===== config.mk =====
export PLATFORM = sky130hd
export DESIGN_NAME = hash_seq_ctrl
export DESIGN_NICKNAME = d
export VERILOG_FILES = /design/src/rtl/hs_pkg.sv /design/src/rtl/hs_word_fifo.sv /design/src/rtl/hs_mix_core.sv /design/src/rtl/hs_seq_fsm.sv /design/src/rtl/hash_seq_ctrl.sv
export SDC_FILE = /design/constraint.sdc
export NUM_CORES = 2
export LEC_CHECK = 0
export BUFFER_PORTS_ARGS = -buffer_cell sky130_fd_sc_hd__buf_4
export CORE_AREA = 2 2 359 361
export CTS_BUF_LIST = sky130_fd_sc_hd__clkbuf_4 sky130_fd_sc_hd__clkbuf_8
export DETAILED_ROUTE_END_ITERATION = 10
export DIE_AREA = 0 0 361 363
export PLACE_DENSITY = 0.76
export SLEW_MARGIN = 20
export SYNTH_ARGS = -nofsm -noshare
export SYNTH_HDL_FRONTEND = slang
export SYNTH_SLANG_ARGS = --single-unit

===== constraint.sdc =====
create_clock -name clk -period 11.45 [get_ports clk]
set_clock_uncertainty 0.1 [all_clocks]
set_input_delay 1.145 -clock clk [delete_from_list [all_inputs] [get_ports clk]]
set_output_delay 1.145 -clock clk [all_outputs]
set_load 0.02 [all_outputs]

===== src/rtl/hs_pkg.sv =====
`timescale 1ns/1ps
package hs_pkg;
    localparam int HW        = 32;
    localparam int NH        = 5;
    localparam int MD5_WORDS = 4;

    typedef enum logic [2:0] {
        ST_OFF,
        ST_COLLECT,
        ST_ABSORB,
        ST_ROUND,
        ST_DRAIN,
        ST_FINAL,
        ST_SETTLE
    } seq_state_t;

    localparam logic [3:0] A_CTRL = 4'd0;
    localparam logic [3:0] A_IV0  = 4'd1;
    localparam logic [3:0] A_FIFO = 4'd6;
    localparam logic [3:0] A_STAT = 4'd7;
    localparam logic [3:0] A_DIG0 = 4'd8;

    localparam int CB_EN   = 0;
    localparam int CB_DE   = 1;
    localparam int CB_ARB  = 2;
    localparam int CB_MODE = 4;
    localparam int SB_OVF  = 8;

    localparam logic [1:0] MODE_SHA1 = 2'b01;
    localparam logic [1:0] MODE_MD5  = 2'b10;

    function automatic logic [HW-1:0] std_iv(input int idx);
        logic [HW-1:0] v;
        case (idx)
            0:       v = 32'h6745_2301;
            1:       v = 32'hEFCD_AB89;
            2:       v = 32'h98BA_DCFE;
            3:       v = 32'h1032_5476;
            default: v = 32'hC3D2_E1F0;
        endcase
        return v;
    endfunction
endpackage


===== src/rtl/hs_word_fifo.sv =====
`timescale 1ns/1ps
module hs_word_fifo #(
    parameter int W     = 32,
    parameter int DEPTH = 32
) (
    input  logic                         clk,
    input  logic                         rst_n,
    input  logic                         flush,
    input  logic                         push,
    input  logic [W-1:0]                 din,
    input  logic                         pop,
    output logic [W-1:0]                 dout,
    output logic [$clog2(DEPTH+1)-1:0]   count,
    output logic                         full,
    output logic                         empty
);
    localparam int AW = (DEPTH > 1) ? $clog2(DEPTH) : 1;
    localparam int CW = $clog2(DEPTH+1);

    logic [W-1:0]  mem [DEPTH];
    logic [AW-1:0] wp_q, rp_q;
    logic [CW-1:0] cnt_q;
    logic          do_push, do_pop;

    assign full    = (cnt_q == CW'(DEPTH));
    assign empty   = (cnt_q == '0);
    assign do_push = push && !full && !flush;
    assign do_pop  = pop && !empty && !flush;
    assign dout    = mem[rp_q];
    assign count   = cnt_q;

    function automatic logic [AW-1:0] bump(input logic [AW-1:0] p);
        return (p == AW'(DEPTH-1)) ? '0 : p + 1'b1;
    endfunction

    always_ff @(posedge clk) begin
        if (do_push) begin
            mem[wp_q] <= din;
        end
    end

    always_ff @(posedge clk or negedge rst_n) begin
        if (!rst_n) begin
            wp_q  <= '0;
            rp_q  <= '0;
            cnt_q <= '0;
        end else if (flush) begin
            wp_q  <= '0;
            rp_q  <= '0;
            cnt_q <= '0;
        end else begin
            if (do_push) wp_q <= bump(wp_q);
            if (do_pop)  rp_q <= bump(rp_q);
            case ({do_push, do_pop})
                2'b10:   cnt_q <= cnt_q + 1'b1;
                2'b01:   cnt_q <= cnt_q - 1'b1;
                default: cnt_q <= cnt_q;
            endcase
        end
    end
endmodule


===== src/rtl/hs_mix_core.sv =====
`timescale 1ns/1ps
module hs_mix_core #(
    parameter int W = 32,
    parameter int N = 5
) (
    input  logic                clk,
    input  logic                rst_n,
    input  logic                load,
    input  logic [N-1:0][W-1:0] load_val,
    input  logic                step,
    input  logic [W-1:0]        word,
    output logic [N-1:0][W-1:0] h
);
    logic [N-1:0][W-1:0] h_q;

    function automatic logic [W-1:0] rotl(input logic [W-1:0] x, input int s);
        return (x << s) | (x >> (W - s));
    endfunction

    always_ff @(posedge clk or negedge rst_n) begin
        if (!rst_n) begin
            h_q <= '0;
        end else if (load) begin
            h_q <= load_val;
        end else if (step) begin
            for (int i = 0; i < N; i++) begin
                h_q[i] <= rotl(h_q[i], i + 1) + word;
            end
        end
    end

    assign h = h_q;
endmodule


===== src/rtl/hs_seq_fsm.sv =====
`timescale 1ns/1ps
module hs_seq_fsm
    import hs_pkg::*;
#(
    parameter int CW          = 6,
    parameter int BLOCK_WORDS = 16,
    parameter int ROUND_LAT   = 12
) (
    input  logic          clk,
    input  logic          rst_n,
    input  logic          start,
    input  logic          stop,
    input  logic          de_req,
    input  logic [CW-1:0] fifo_cnt,
    input  logic          fifo_empty,
    output seq_state_t    state,
    output logic          load_h,
    output logic          pop,
    output logic          de_clr,
    output logic          publish
);
    localparam int WMAX = (BLOCK_WORDS > ROUND_LAT) ? BLOCK_WORDS : ROUND_LAT;
    localparam int WCW  = $clog2(WMAX + 1);
    localparam logic [WCW-1:0] BLK_LAST = WCW'(BLOCK_WORDS - 1);
    localparam logic [WCW-1:0] LAT_LAST = WCW'(ROUND_LAT - 1);

    seq_state_t     state_q, state_d;
    logic [WCW-1:0] wcnt_q;
    logic           timed;

    assign timed = (state_q == ST_ABSORB) || (state_q == ST_ROUND) || (state_q == ST_FINAL);

    // next-state logic
    always_comb begin
        state_d = state_q;
        if (stop) begin
            state_d = ST_OFF;
        end else begin
            unique case (state_q)
                ST_OFF:     if (start) state_d = ST_COLLECT;
                ST_COLLECT: begin
                    if (fifo_cnt >= CW'(BLOCK_WORDS)) state_d = ST_ABSORB;
                    else if (de_req) state_d = fifo_empty ? ST_FINAL : ST_DRAIN;
                end
                ST_ABSORB:  if (wcnt_q == BLK_LAST) state_d = ST_ROUND;
                ST_ROUND:   if (wcnt_q == LAT_LAST) state_d = ST_COLLECT;
                ST_DRAIN:   if (fifo_empty) state_d = ST_FINAL;
                ST_FINAL:   if (wcnt_q == LAT_LAST) state_d = ST_SETTLE;
                ST_SETTLE:  state_d = ST_COLLECT;
                default:    state_d = ST_OFF;
            endcase
        end
    end

    // state register and dwell counter
    always_ff @(posedge clk or negedge rst_n) begin
        if (!rst_n) begin
            state_q <= ST_OFF;
            wcnt_q  <= '0;
        end else begin
            state_q <= state_d;
            if (state_d != state_q || !timed) wcnt_q <= '0;
            else                             wcnt_q <= wcnt_q + 1'b1;
        end
    end

    // outputs
    always_comb begin
        load_h  = 1'b0;
        pop     = 1'b0;
        de_clr  = 1'b0;
        publish = 1'b0;
        unique case (state_q)
            ST_OFF:     load_h  = start;
            ST_COLLECT: ;
            ST_ABSORB:  pop     = 1'b1;
            ST_ROUND:   ;
            ST_DRAIN:   pop     = !fifo_empty;
            ST_FINAL:   de_clr  = (wcnt_q == LAT_LAST);
            ST_SETTLE:  publish = 1'b1;
            default:    ;
        endcase
    end

    assign state = state_q;
endmodule


===== src/rtl/hash_seq_ctrl.sv =====
`timescale 1ns/1ps
module hash_seq_ctrl
    import hs_pkg::*;
#(
    parameter int FIFO_DEPTH  = 32,
    parameter int BLOCK_WORDS = 16,
    parameter int ROUND_LAT   = 12,
    parameter int ADDR_W      = 4
) (
    input  logic              clk,
    input  logic              rst_n,
    input  logic              reg_wr,
    input  logic [ADDR_W-1:0] reg_addr,
    input  logic [HW-1:0]     reg_wdata,
    output logic [HW-1:0]     reg_rdata
);
    localparam int CW = $clog2(FIFO_DEPTH + 1);

    logic                 en_q, de_q, arb_q, ovf_q;
    logic [1:0]           mode_q;
    logic [NH-1:0][HW-1:0] iv_q, dig_q, h_w, std_w, load_val;
    logic                 ctl_wr, start, stop, fifo_wr;
    logic [CW-1:0]        fifo_cnt;
    logic                 fifo_full, fifo_empty, pop, load_h, de_clr, publish;
    logic [HW-1:0]        fifo_dout;
    seq_state_t           seq_state;

    assign ctl_wr  = reg_wr && (reg_addr == ADDR_W'(A_CTRL));
    assign start   = ctl_wr && reg_wdata[CB_EN] && !en_q;
    assign stop    = ctl_wr && !reg_wdata[CB_EN];
    assign fifo_wr = reg_wr && (reg_addr == ADDR_W'(A_FIFO)) && en_q;

    for (genvar g = 0; g < NH; g++) begin : g_std
        assign std_w[g] = std_iv(g);
    end
    assign load_val = reg_wdata[CB_ARB] ? iv_q : std_w;

    // control word
    always_ff @(posedge clk or negedge rst_n) begin
        if (!rst_n) begin
            en_q   <= 1'b0;
            de_q   <= 1'b0;
            arb_q  <= 1'b0;
            mode_q <= '0;
        end else if (stop) begin
            en_q   <= 1'b0;
            de_q   <= 1'b0;
            arb_q  <= 1'b0;
            mode_q <= '0;
        end else if (start) begin
            en_q   <= 1'b1;
            de_q   <= reg_wdata[CB_DE];
            arb_q  <= reg_wdata[CB_ARB];
            mode_q <= reg_wdata[CB_MODE +: 2];
        end else if (ctl_wr && reg_wdata[CB_DE]) begin
            de_q <= 1'b1;
        end else if (de_clr) begin
            de_q <= 1'b0;
        end
    end

    // IV registers, sticky overflow, digest registers
    always_ff @(posedge clk or negedge rst_n) begin
        if (!rst_n) begin
            iv_q  <= '0;
            dig_q <= '0;
            ovf_q <= 1'b0;
        end else begin
            for (int k = 0; k < NH; k++) begin
                if (reg_wr && reg_addr == ADDR_W'(int'(A_IV0) + k)) iv_q[k] <= reg_wdata;
                if (publish) begin
                    dig_q[k] <= (mode_q == MODE_MD5 && k >= MD5_WORDS) ? '0 : h_w[k];
                end
            end
            if (stop)                        ovf_q <= 1'b0;
            else if (fifo_wr && fifo_full)   ovf_q <= 1'b1;
        end
    end

    hs_word_fifo #(.W(HW), .DEPTH(FIFO_DEPTH)) u_fifo (
        .clk   (clk),
        .rst_n (rst_n),
        .flush (stop),
        .push  (fifo_wr),
        .din   (reg_wdata),
        .pop   (pop),
        .dout  (fifo_dout),
        .count (fifo_cnt),
        .full  (fifo_full),
        .empty (fifo_empty)
    );

    hs_mix_core #(.W(HW), .N(NH)) u_core (
        .clk      (clk),
        .rst_n    (rst_n),
        .load     (load_h),
        .load_val (load_val),
        .step     (pop),
        .word     (fifo_dout),
        .h        (h_w)
    );

    hs_seq_fsm #(.CW(CW), .BLOCK_WORDS(BLOCK_WORDS), .ROUND_LAT(ROUND_LAT)) u_fsm (
        .clk        (clk),
        .rst_n      (rst_n),
        .start      (start),
        .stop       (stop),
        .de_req     (de_q),
        .fifo_cnt   (fifo_cnt),
        .fifo_empty (fifo_empty),
        .state      (seq_state),
        .load_h     (load_h),
        .pop        (pop),
        .de_clr     (de_clr),
        .publish    (publish)
    );

    // read mux
    always_comb begin
        reg_rdata = '0;
        if (reg_addr == ADDR_W'(A_CTRL)) begin
            reg_rdata[CB_EN]          = en_q;
            reg_rdata[CB_DE]          = de_q;
            reg_rdata[CB_ARB]         = arb_q;
            reg_rdata[CB_MODE +: 2]   = mode_q;
        end else if (reg_addr == ADDR_W'(A_STAT)) begin
            reg_rdata[CW-1:0]         = CW'(FIFO_DEPTH) - fifo_cnt;
            reg_rdata[SB_OVF]         = ovf_q;
        end
        for (int k = 0; k < NH; k++) begin
            if (reg_addr == ADDR_W'(int'(A_IV0) + k))  reg_rdata = iv_q[k];
            if (reg_addr == ADDR_W'(int'(A_DIG0) + k)) reg_rdata = dig_q[k];
        end
    end
endmodule


Word level (Yosys, flattened, before mapping):

Memories as Yosys holds them, arrays and structs flattened.
Index checks and enable logic that the tools add are counted.

* add/subtract/negate cells: 11
* order comparisons: 1
* eq/ne operators: 27
* muxes and demuxes: 57
* bitwise gates (word level): 5
* reduce and logical (&&, ||, !) cells: 36

Operators with widths (count)
* $mux W160: 3
* $mux W32: 11
* $add A32 B32 Y32: 5
* $mux W5: 7
* $or A32 B1 Y32: 1
* $or A32 B2 Y32: 1
* $or A32 B3 Y32: 1
* $or A32 B4 Y32: 1
* $or A32 B5 Y32: 1
* $mux W3: 9
* $pmux W3 S7: 1
* $eq A4 B4 Y1 const B: 5
* $mux W1: 19
* $logic_and A1 B1 Y1: 17
* $eq A4 B3 Y1 const B: 4
* $add A5 B1 Y5 const B: 3
* $mux W6: 2
* $pmux W6 S2: 1
* $eq A5 B4 Y1 const B: 2
* $eq A5 B5 Y1 const B: 2
* $reduce_bool A2 Y1: 5
* $eq A3 B3 Y1 const B: 3
* $eq A4 B2 Y1 const B: 2
* $add A6 B1 Y6 const B: 1
* 19 further kinds: 30

* flip-flop bits (word level): 510
* bits in writable memories: 1024
* input port bits: 39
* logic and storage cells: 163
* memories kept: 1

Memory list
* u_fifo.mem: depth 32, bits a word 32, read ports 1, clocked after Yosys merged registers in 0, write ports 1, line hs_word_fifo.sv:20 `logic [W-1:0] mem [DEPTH];`

Logic depth before layout (Yosys ltp):

* depth in word-level cells: 13
* gate-level depth with buffers: 22

Cells and area by module:

Synthesis repeated with hierarchy kept, for this count alone.

* cell total of the unflattened synthesis: 5003
* area, all modules: 72110.4 um^2

By module, submodules not included
* hs_word_fifo: times used 1, cells each 1618, area an instance 39963.3 um^2, sequential area each 31149.9 um^2
* hash_seq_ctrl: times used 1, cells each 1538, area an instance 16733.5 um^2, sequential area each 8157.8 um^2
* hs_mix_core: times used 1, cells each 1785, area an instance 14880.5 um^2, sequential area each 4003.8 um^2
* hs_seq_fsm: times used 1, cells each 62, area an instance 533.0 um^2, sequential area each 200.2 um^2

Worst setup path after synthesis:

No wires, ideal clock.

* kind: reg-to-reg
* start point: register u_fifo.rp_q[0]
* end point: register u_core.h_q, in the netlist u_core.h[62]
* setup time: 138 ps
* arrival: 4965 ps
* slack: 6247 ps
* cell stages (with the launch flop): 20
* path buffers: 3
* clock period less this slack: 5203 ps
* path through: dfrtp_1 > buf_4 > buf_4 > buf_1 > mux4_2 > o22ai_1 > a21oi_1 > nand2_1 > o21ai_0 > fa_1 > a211oi_2 > o21ai_1 > a32o_1 > and4b_1 > or3b_4 > a31oi_4 > o21ai_2 > o31a_1 > mux2i_1 > o2111ai_1

* longest elaborated chain between the ends: 4

RTL lines
* start, declared: line hs_word_fifo.sv:21 `logic [AW-1:0] wp_q, rp_q;`
* start signal, assigned: line hs_word_fifo.sv:53 `if (do_pop) rp_q <= bump(rp_q);`
* $mem_v2 Z32 W32
* $add A32 B32 Y32: line hs_mix_core.sv:27 `h_q[i] <= rotl(h_q[i], i + 1) + word;`
* $mux W160: line hs_mix_core.sv:25 `end else if (step) begin`
* $mux W160: line hs_mix_core.sv:23 `end else if (load) begin`
* end signal, assigned: line hs_mix_core.sv:24 `h_q <= load_val;`
* end signal, assigned by index: line hs_mix_core.sv:27
* end, declared: line hs_mix_core.sv:14 `logic [N-1:0][W-1:0] h_q;`

Every way passes these cells. The select of a mux whose other input is x is not followed.
A chain may end at the register's enable or synchronous reset.

Worst setup path after layout:

* start point: register u_fifo.rp_q[0]
* end point: register u_core.h_q, in the netlist u_core.h[93]

The elaborated chain is that of the path after synthesis.

==> flow_summary.json <==
{
  "outcome": "complete, no violations",
  "grt_pass1_wl_um": 291000,
  "crit_path_end_kind": "flip-flop",
  "placement.io_buffers": 70,
  "holdBufCountCts": 0,
  "seqPwrFrac_pct": 29.6,
  "dp.final_hpwl_um": 120000,
  "fin_crit_ns": 7.00,
  "layout.nets": 5341,
  "multi_input_area_sq_um": 24900,
  "relSlewSlack_pct": 19.9,
  "maxCapViolCount": 0,
  "synthCells": 4992,
  "drc": 0,
  "finalSetupViolations": 0,
  "cts_sinks": 1534,
  "p_per_area_nw_per_um2": 324,
  "synth_area_leader_cell": "edfxtp_1",
  "fmax_ghz": 0.143,
  "tightest_slew_ns": 1.19,
  "hp-class": "primary input to async pin",
  "yosysWarnings": 0,
  "swShare_pct": 42.4,
  "final-seq-area_sq_um": 43500,
  "p_switching_mw": 10.6,
  "post-route-period-util_pct": 61.1,
  "via_per_inst": 6.64,
  "crit_fanout": 112,
  "start_util_pct": 54.6,
  "synthTopCellsByArea": "edfxtp_1 44%, dfrtp_1 18%, mux2_2 4.7%, mux4_2 4.2%, mux2i_1 3.9%",
  "final.fill_count": 9322,
  "synth.net_count": 5206,
  "p_int_mw": 14.4,
  "pin_count": 71,
  "synth_top_area_share_pct": 44.3,
  "cp-start-kind": "flip-flop",
  "die_area_sq_um": 131000,
  "p_clk_share_pct": 19.4,
  "place_inst": 6555,
  "setup_ws_ns": 4.45,
  "grt_most_used_layer": "met2",
  "ys_top_cells_by_count": "1024 x edfxtp_1, 510 x dfrtp_1, 429 x nand2_1",
  "ys_seq_area_share_pct": 62.7,
  "clock_path_buffers": 3,
  "synthArstFlopShare_pct": 33.2,
  "cts_inserted_buffers": 231,
  "gp_congestion": 0.973,
  "finalHoldViolCount": 0,
  "cts_tree": "done",
  "first_pass_iters": 9,
  "vias": 46400,
  "power.leakage_nw": 28.5,
  "comb_power_share_pct": 51.0,
  "ir_worst_vdd_mv": 0.201,
  "globalRouteMet1Util_pct": 41.7,
  "cts_resized": 0,
  "area_delta_synth_final_pct": 11.2,
  "grtUsageMet2_pct": 45.5,
  "drv_slew": 0,
  "tns_ns": 0,
  "path_clk_slew_ns": 0.06,
  "grt_use_met3_pct": 6.71,
  "fp.coreArea_sq_um": 127000,
  "grt_max_degree": 153,
  "die_x_um": 361,
  "overflow": 0,
  "rows": 131,
  "clockRootBuffer": "clkbuf_8",
  "reg2reg_depth": 19,
  "required_ns": 12.13,
  "wl_per_cell_um": 28.4,
  "fin_util_pct": 60.7,
  "grt_pass1_vias": 45400,
  "crit_type": "flip-flop to flip-flop",
  "synth_most_common_cell": "edfxtp_1",
  "ys_types": 92,
  "routed_wl_um": 198000,
  "grtUsageTotal_pct": 30.0,
  "cp.arrival_ns": 7.68,
  "rsz0062_at_grt": "false",
  "antenna_found_initial": 3,
  "ys_ff_latch": 1534,
  "synth-edff-count": 1024,
  "htree_levels": 4,
  "synth_top_flop_cell": "edfxtp_1",
  "syn_area_per_cell_sq_um": 13.9,
  "synth_area_sq_um": 69400,
  "cts_setup_buffers": 0,
  "worstSkewPairLatency_ns": 0.96,
  "die_y_um": 363,
  "final_cells": 6990,
  "dpl_worst_slack_ns": 4.50,
  "final_antenna_net_count": 0,
  "drive_gt1_share_pct": 20.5,
  "drtIter0Drc": 6095
}
layout by cell type (no fill, tap or decap), drive strengths merged, types with 70 or more instances in the layout:
cell,n
xnor2,72
buf,189
nand2,430
mux2i,272
dfrtp,510
ha,169
o21ai,243
a21oi,337
nor3,70
clkinv,94
clkbuf,312
nor2,175
mux2,289
mux4,128
o221ai,160
edfxtp,1024
sequential cells by signal, summed over array words and instances (netlist names), 3 cells and up:
name / flops
dig_q: 160
u_fsm.state: 3
u_fsm.wcnt_q: 5
u_fifo.mem: 1024
u_fifo.count: 6
u_core.h: 160
u_fifo.rp_q: 5
u_fifo.wp_q: 5
iv_q: 160
path summary, 6_finish.rpt:
check	startpoint	end	slack [ns]
hold reg to reg	u_fsm.wcnt_q[0]	u_fsm.wcnt_q[0]	0.38
min in group clk	u_fsm.wcnt_q[0]	u_fsm.wcnt_q[0]	0.38
setup reg to reg	u_fifo.rp_q[0]	u_core.h[93]	4.45
max in group asynchronous	rst_n	dig_q[84]	8.66
setup / recovery	u_fifo.rp_q[0]	u_core.h[93]	4.45
hold / removal	rst_n	u_fsm.wcnt_q[1]	0.12
power by group through the flow:
| stage | logic, mW | registers [mW] | clock network, mW |
|---|---|---|---|
| CTS | 12.5 | 7.36 | 4.87 |
| detailed placement | 12.4 | 7.46 | 0 |
| global route | 13.7 | 7.44 | 5.10 |
| finish | 12.7 | 7.40 | 4.83 |
| global placement | 12.2 | 7.45 | 0 |
| floorplan | 9.17 | 7.00 | 0 |
critical path, stage by stage, from the launching register on:
cell and delay (ns):
dfrtp_4 1.08, buf_4 0.68, buf_12 0.62, mux2i_1 0.18, o221ai_1 0.26, nand2_1 0.08
nand2_1 0.08, o221ai_1 0.10, o21ai_0 0.87, ha_1 0.45, nand2_1 0.12, nand2b_1 0.08
a21o_1 0.22, nor4_1 0.31, o211ai_1 0.37, a41o_1 0.39, a21o_1 0.19, a21oi_1 0.17
xor2_1 0.17, a211oi_1 0.09
cell type report:
| type | instances | area share [%] |
|---|---|---|
| diodes | 2 | 0.00649 |
| clock buffers | 312 | 5.12 |
| clock inverters | 120 | 1.39 |
| inverters | 40 | 0.195 |
| multi-input cells | 3131 | 32.3 |
| flip-flops and latches | 1534 | 56.4 |
| well taps | 1662 | 2.70 |
| repair buffers | 189 | 1.91 |
stage by stage:
step / power [mW] / area [sq um] / hold WS [ns]
finish: 25.0 / 77100 / 0.116
global route: 26.3 / 77100 / 0.160
CTS: 24.7 / 77100 / 0.102
global placement: 19.6 / 72100 / 0.343
detailed placement: 19.8 / 72100 / 0.364
floorplan: 16.2 / 69400 / 0.333
routing by layer:
layer  wire [um]  vias up  part of all wire [%]
met3       21600      460                    11
met5           0        -                     0
met4        8510        0                   4.3
met1       77900    23400                    39
met2       90400     2754                    46
li1            -    19800                     -
cells by family after synthesis:
group                      share of synthesized area, %
buffers and inverters                              1.88
AOI/OAI and AO/OA                                  11.7
DFF                                                62.7
adders and majority gates                          3.22
xor gates and xnor gates                           1.70
and+or+nand+nor                                    5.98
muxes                                              12.8
Note: power is estimated with default switching activity, not from simulation.
